`src/rtl/quad_phase_pkg.sv`:
```
package quad_phase_pkg;
  localparam int NUM_PHASES = 4;
  localparam int PH_W = $clog2(NUM_PHASES);

  typedef enum logic [PH_W-1:0] {
    PH_LOAD_A  = 2'd0,
    PH_CLEAR_B = 2'd1,
    PH_COPY_B  = 2'd2,
    PH_CLEAR_A = 2'd3
  } phase_e;
endpackage

```
`src/rtl/quad_phase_seq.sv`:
```
module quad_phase_seq
  import quad_phase_pkg::*;
(
  input  logic                  clk,
  input  logic                  rst,
  input  logic                  en,
  output logic [NUM_PHASES-1:0] stb
);
  phase_e ph;

  always_ff @(posedge clk) begin
    if (rst) ph <= PH_LOAD_A;
    else if (en) ph <= phase_e'(ph + 1'b1);
  end

  always_comb begin
    stb = '0;
    if (en) stb[ph] = 1'b1;
  end

  assert_onehot_stb_R6: assert property (@(posedge clk) disable iff (rst)
    $onehot0(stb));
  assert_advance_R6: assert property (@(posedge clk) disable iff (rst)
    en |=> (ph == phase_e'($past(ph) + 1'b1)));
  assert_hold_phase_R7: assert property (@(posedge clk) disable iff (rst)
    !en |=> $stable(ph));
endmodule

```
`src/rtl/quad_phase_rank.sv`:
```
module quad_phase_rank #(
  parameter int WIDTH = 40
) (
  input  logic             clk,
  input  logic             rst,
  input  logic             set_en,
  input  logic [WIDTH-1:0] set_bits,
  input  logic             clr,
  output logic [WIDTH-1:0] bits
);
  always_ff @(posedge clk) begin
    if (rst)         bits <= '0;
    else if (clr)    bits <= '0;
    else if (set_en) bits <= bits | set_bits;
  end

  assert_no_merge_R9: assert property (@(posedge clk) disable iff (rst)
    !(set_en && clr));
  assert_set_only_R2: assert property (@(posedge clk) disable iff (rst)
    !clr |=> ((bits & $past(bits)) == $past(bits)));
endmodule

```
`src/rtl/quad_phase_reg.sv`:
```
module quad_phase_reg
  import quad_phase_pkg::*;
#(
  parameter int WIDTH           = 40,
  parameter bit FEEDBACK_ROTATE = 1'b0
) (
  input  logic                  clk,
  input  logic                  rst,
  input  logic                  en,
  input  logic [WIDTH-1:0]      din,
  output logic [WIDTH-1:0]      q,
  output logic                  valid,
  output logic [NUM_PHASES-1:0] phase_stb
);
  localparam int TOP = WIDTH - 1;

  function automatic logic [WIDTH-1:0] rotl1(input logic [WIDTH-1:0] v);
    return {v[TOP-1:0], v[TOP]};
  endfunction

  logic [WIDTH-1:0] a_bits;
  logic [WIDTH-1:0] load_word;
  logic load_a, clear_b, copy_b, clear_a;

  quad_phase_seq u_seq (.clk(clk), .rst(rst), .en(en), .stb(phase_stb));

  assign load_a  = phase_stb[PH_LOAD_A];
  assign clear_b = phase_stb[PH_CLEAR_B];
  assign copy_b  = phase_stb[PH_COPY_B];
  assign clear_a = phase_stb[PH_CLEAR_A];

  generate
    if (FEEDBACK_ROTATE) begin : g_fb
      assign load_word = din | rotl1(q);
    end else begin : g_nofb
      assign load_word = din;
    end
  endgenerate

  quad_phase_rank #(.WIDTH(WIDTH)) u_rank_a (
    .clk(clk), .rst(rst), .set_en(load_a), .set_bits(load_word),
    .clr(clear_a), .bits(a_bits));

  quad_phase_rank #(.WIDTH(WIDTH)) u_rank_b (
    .clk(clk), .rst(rst), .set_en(copy_b), .set_bits(a_bits),
    .clr(clear_b), .bits(q));

  always_ff @(posedge clk) begin
    if (rst)          valid <= 1'b0;
    else if (copy_b)  valid <= 1'b1;
    else if (clear_b) valid <= 1'b0;
  end

  assert_jam_a_R2: assert property (@(posedge clk) disable iff (rst)
    load_a |=> (a_bits == ($past(a_bits) | $past(load_word))));
  assert_clear_b_R3: assert property (@(posedge clk) disable iff (rst)
    clear_b |=> (q == '0));
  assert_copy_b_R4: assert property (@(posedge clk) disable iff (rst)
    copy_b |=> (q == $past(a_bits)));
  assert_clear_a_R5: assert property (@(posedge clk) disable iff (rst)
    clear_a |=> (a_bits == '0));
  assert_frozen_R7: assert property (@(posedge clk) disable iff (rst)
    !en |=> ($stable(q) && $stable(a_bits) && $stable(valid)));
  assert_valid_stable_R8: assert property (@(posedge clk) disable iff (rst)
    (valid && $past(valid)) |-> $stable(q));
endmodule

```
`config.mk`:
```
export PLATFORM = sky130hd
export DESIGN_NAME = quad_phase_reg
export DESIGN_NICKNAME = d
export VERILOG_FILES = /design/src/rtl/quad_phase_pkg.sv /design/src/rtl/quad_phase_seq.sv /design/src/rtl/quad_phase_rank.sv /design/src/rtl/quad_phase_reg.sv
export SDC_FILE = /design/constraint.sdc
export NUM_CORES = 1
export LEC_CHECK = 0
export ABC_AREA = 1
export BUFFER_PORTS_ARGS = -buffer_cell sky130_fd_sc_hd__buf_4
export CAP_MARGIN = 0
export CORE_MARGIN = 4
export CORE_UTILIZATION = 55
export CTS_CLUSTER_SIZE = 14
export DETAILED_ROUTE_END_ITERATION = 16
export GPL_ROUTABILITY_DRIVEN = 0
export HOLD_SLACK_MARGIN = 0.05
export MAX_ROUTING_LAYER = met4
export PLACE_DENSITY = 0.89
export SETUP_SLACK_MARGIN = 0.4
export SYNTH_ARGS = -nofsm -noshare
export SYNTH_HDL_FRONTEND = slang
export SYNTH_SLANG_ARGS = --single-unit
export TNS_END_PERCENT = 1
```
`constraint.sdc`:
```
create_clock -name clk -period 2.54 [get_ports clk]
set_input_delay 0.508 -clock clk [delete_from_list [all_inputs] [get_ports clk]]
set_output_delay 0.508 -clock clk [all_outputs]
set_load 0.03 [all_outputs]
```
; Word level (Yosys, flattened, before mapping)
; Index checks and enable logic that the tools add are counted.
; W data, S select, Z words.
[word_totals]
regBits = 83
inputBits = 43
output_inout_bits = 45
word_cells = 18
[classes]
mux = 5
bitwise_logic = 2
n_reduce_logical = 4
order_cmp = 2
addsub = 1
[ops]
columns = operator, count
row1 = $or A40 B40 Y40, 2
row2 = $mux W4, 1
row3 = $reduce_or A2 Y1, 2
row4 = $lt A2 B3 Y1 const B, 1
row5 = $mux W1, 3
row6 = $add A2 B1 Y2 const B, 1
row7 = $demux W1 S2, 1
row8 = $ge A2 B1 Y1 const B, 1
row9 = $reduce_bool A2 Y1, 1
row10 = $logic_and A1 B1 Y1, 1

; Longest topological paths before layout
[logic_depth]
word_depth = 7
ltp_mapped = 7

; By module
; From an unflattened synthesis, not the netlist that was laid out.
[unflattened]
hier_cells = 530
hier_area_um2 = 3482.1
[modules_own_cells]
columns = mod, cells_each, instances, area_per_inst_um2
row1 = quad_phase_rank, 249, 2, 1630.3
row2 = quad_phase_seq, 27, 1, 181.4
row3 = quad_phase_reg, 5, 1, 40.0

; Least setup slack after synthesis
; OpenSTA, ideal clock, no wires.
[synth_timing]
path_type = flip-flop to output port
start = register u_seq.ph[0]
end = output phase_stb[0]
t_required_ns = 2.032
path_slack_ns = 0.898
path_stages_with_launch = 8
arrival_ns = 1.134
cell_sequence = dfxtp_1 > inv_1 > ha_1 > buf_2 > buf_2 > nand2_1 > inv_1 > buf_4
[synth_via]
elab_chain_cells = 5
[synth_rtl]
columns = element, line_no
row1 = from (decl), quad_phase_seq.sv:9  ; phase_e ph;
row2 = from (signal assigned), quad_phase_seq.sv:13  ; else if (en) ph <= phase_e'(ph + 1'b1);
row3 = $lt A2 B3 Y1 (not written as such) or $ge A2 B1 Y1 (tied branches), quad_phase_seq.sv:18  ; if (en) stb[ph] = 1'b1;
row4 = $logic_and A1 B1 Y1 (not written as such), quad_phase_seq.sv:18
row5 = $mux W1 (not written as such), quad_phase_seq.sv:18
row6 = $demux W1 S2 *, n/a
row7 = $mux W4 *, quad_phase_seq.sv:18
row8 = to (decl), quad_phase_reg.sv:13  ; output logic [NUM_PHASES-1:0] phase_stb
; Every way passes the cells marked *; elsewhere a longest branch is shown, timed or not.

; Worst setup path after layout
[layout_timing]
start = register u_seq.ph[0]
end = output phase_stb[2]
; Same word-level chain as after synthesis.

==> out/metrics.yaml <==
synth_top_family_by_area: "simple AND/OR/NAND/NOR gates"
rrSetupSlack_ps: 980
p_leak_nw: 1.633
vias_per_cell: 4.921
synth_area_leaders: "dfxtp_1, nand3_2, a21oi_2"
num_rows: 29
die_area_sq_um: 7983
io_pins: 88
crit_required_ps: 2030
synth_fa_ha_area_share_pct: 1.375
holdWs_ps: 377.7
drt_wl_total_um: 6914
cp_top_family: "flip-flops"
yosys_warnings: 0
tns_ps: 0
cap_violations: 0
outcome: "finished clean"
rr_worst_depth: 6
die_w_um: 89.35
grt_max_degree: 65
post_cts_resized: 0
cts_buffer_depth: 2
path_common_cell: "inv_1"
synthXorXnorAreaFrac_pct: 0
max_stage_delay_ps: 380
initial_core_util_pct: 56.99
timing.final.crit_share_pct: 71.07
dieHeight_um: 89.35
fill_cells: 528
clock_skew_ps: 8.897
port_buffers: 87
hold_violations: 0
p_total_w: 0.002721
grt-ovfl-total: 0
path_depth: 5
antenna_found_initial: 0
grt_pass1_vias: 2642
postCtsHoldBufs: 0
post-route-util_pct: 68.50
yosys_register_bits: 83
antenna_cells: 0
crit_buf_inv: 3
yosysTopAreaCell: "dfxtp_1"
pre_cts_slack_ps: 588.5
coreArea_sq_um: 6386
hold_depth: 2
max_slew_margin_pct: 48.78
synth_cells: 381
grt.total_usage_pct: 18.86
clock_latency_ps: 330
rsz0062_at_grt: "no"
syn_avg_cell_area_sq_um: 9.553
cts_buffers: 9
fin_crit_ps: 1805
path_max_fanout: 4
synth_top_area_share_pct: 45.65
dr.pass1.iters: 4
synth_cell_type_count: 17
power_density_nw_per_um2: 622.0
drt-initial-drc-count: 49
dpl.hpwl_um: 4760
grt_pass1_wl_um: 11540
fin_nets: 499
setup_violations: 0
fin_ws_ps: 734.7
multi_input_area_sq_um: 1361
cts_root_buf: "clkbuf_8"
vias: 2628
netlist_area_sq_um: 3640
ant_nets: 0
crit_slowest_cell: "dfxtp_1"
synthToLayoutAreaGrowth_pct: 20.18
vdd_drop_max_v: 0.0003823
drc: 0
routedWlPerCell_um: 12.95
synth_simple_gate_area_share_pct: 19.25
synth_mux_area_share_pct: 0
synth_nets: 428
tritoncts: "built"
timing.fmax_mhz: 553.9
cts_sinks: 83
h-tree-depth: 3
cts.reportedPaths.clkPinSlew_ps: 70
ys_seq_area_share_pct: 45.65
drive_gt1_share_pct: 46.61
crit_chain: "inv_1 > ha_2 > nand2_1 > inv_1 > buf_4"
synth-compound-area-share_pct: 16.57
worstSetupEndpointType: "primary output"
worst_setup_path_start_kind: "flip-flop"
drv_slew: 0
regArea_sq_um: 1662
cts_setup_buffers: 0
critical_path_class: "flip-flop to primary output"
arrival_ps: 1300
hold_path_class: "input port to flip-flop"
worst_pin_slew_ps: 768.2
[cell type report]
cell class | instances | area share, %
Clock buffer | 11 | 3.003
Clock inverter | 5 | 1.773
Inverter | 88 | 7.551
Multi-Input combinational cell | 178 | 31.12
Sequential cell | 83 | 37.99
Tap cell | 77 | 2.203
Timing Repair Buffer | 92 | 16.36
[sequential cells by signal, indices dropped and copies added, names as in the netlist]
signal,cells
u_rank_a.bits,40
u_rank_b.bits,40
u_seq.ph,2
valid,1
[per-stage QoR]
step | instances | cell area [sq um]
finish | 534 | 4374
global route | 534 | 4374
CTS | 534 | 4374
detailed placement | 518 | 4165
global placement | 518 | 4165
floorplan | 381 | 3640
[cell usage after synthesis]
master	number
a21oi_1	31
a21oi_2	50
buf_12	6
buf_2	13
buf_4	10
buf_6	3
dfxtp_1	83
ha_1	4
inv_1	87
inv_2	1
nand2_1	5
nand2_2	3
nand3_1	31
nand3_2	50
nor2_1	2
o21ai_0	1
o21ai_1	1
[report_power, final]
group          switching, W  internal, W  total (W)  leakage, nW
Sequential        0.0000341      0.00136    0.00139        0.676
Combinational      0.000211     0.000129   0.000340        0.854
Clock              0.000438     0.000552   0.000989        0.103
[cells in the final DEF (no fill, tap or decap)]
master and instances:
ha_1 2, nand3_2 50, nand2_2 4, dfxtp_1 83
clkbuf_1 2, buf_12 2, nor2_1 2, a21oi_1 31
ha_2 2, clkinvlp_4 1, nand3_1 31, clkbuf_8 9
nand2_1 4, buf_4 90, inv_2 1, o21ai_0 1
clkinv_2 2, o21ai_1 1, bufinv_16 2, inv_1 87
a21oi_2 50
[metal layers]
| metal | global-route usage [%] | share of wire (%) | wire, um | vias to the layer above |
|---|---|---|---|---|
| li1 | - | - | - | 1340 |
| met1 | 21.01 | 41 | 2848 | 1227 |
| met2 | 33.82 | 53 | 3658 | 59 |
| met3 | 4.055 | 5.6 | 387 | 2 |
| met4 | 5.277 | 0.29 | 20 | 0 |
| met5 | - | 0 | 0 | - |
[logic make-up after synthesis]
logic type      Yosys count
fa+ha+maj                 4
flops                    83
buf+inv                 120
compound gates           83
simple gates             91
[path summary, 6_finish.rpt]
path	endpoint	start
max	phase_stb[2]	u_seq.ph[0]$_SDFFE_PP0P_
min reg2reg	u_rank_b.bits[17]$_SDFFE_PP0P_	u_rank_b.bits[17]$_SDFFE_PP0P_
max reg2reg	u_rank_b.bits[18]$_SDFFE_PP0P_	u_seq.ph[1]$_SDFFE_PP0P_
min	valid$_SDFFE_PP0P_	rst
Note: power is estimated with default switching activity, not from simulation.
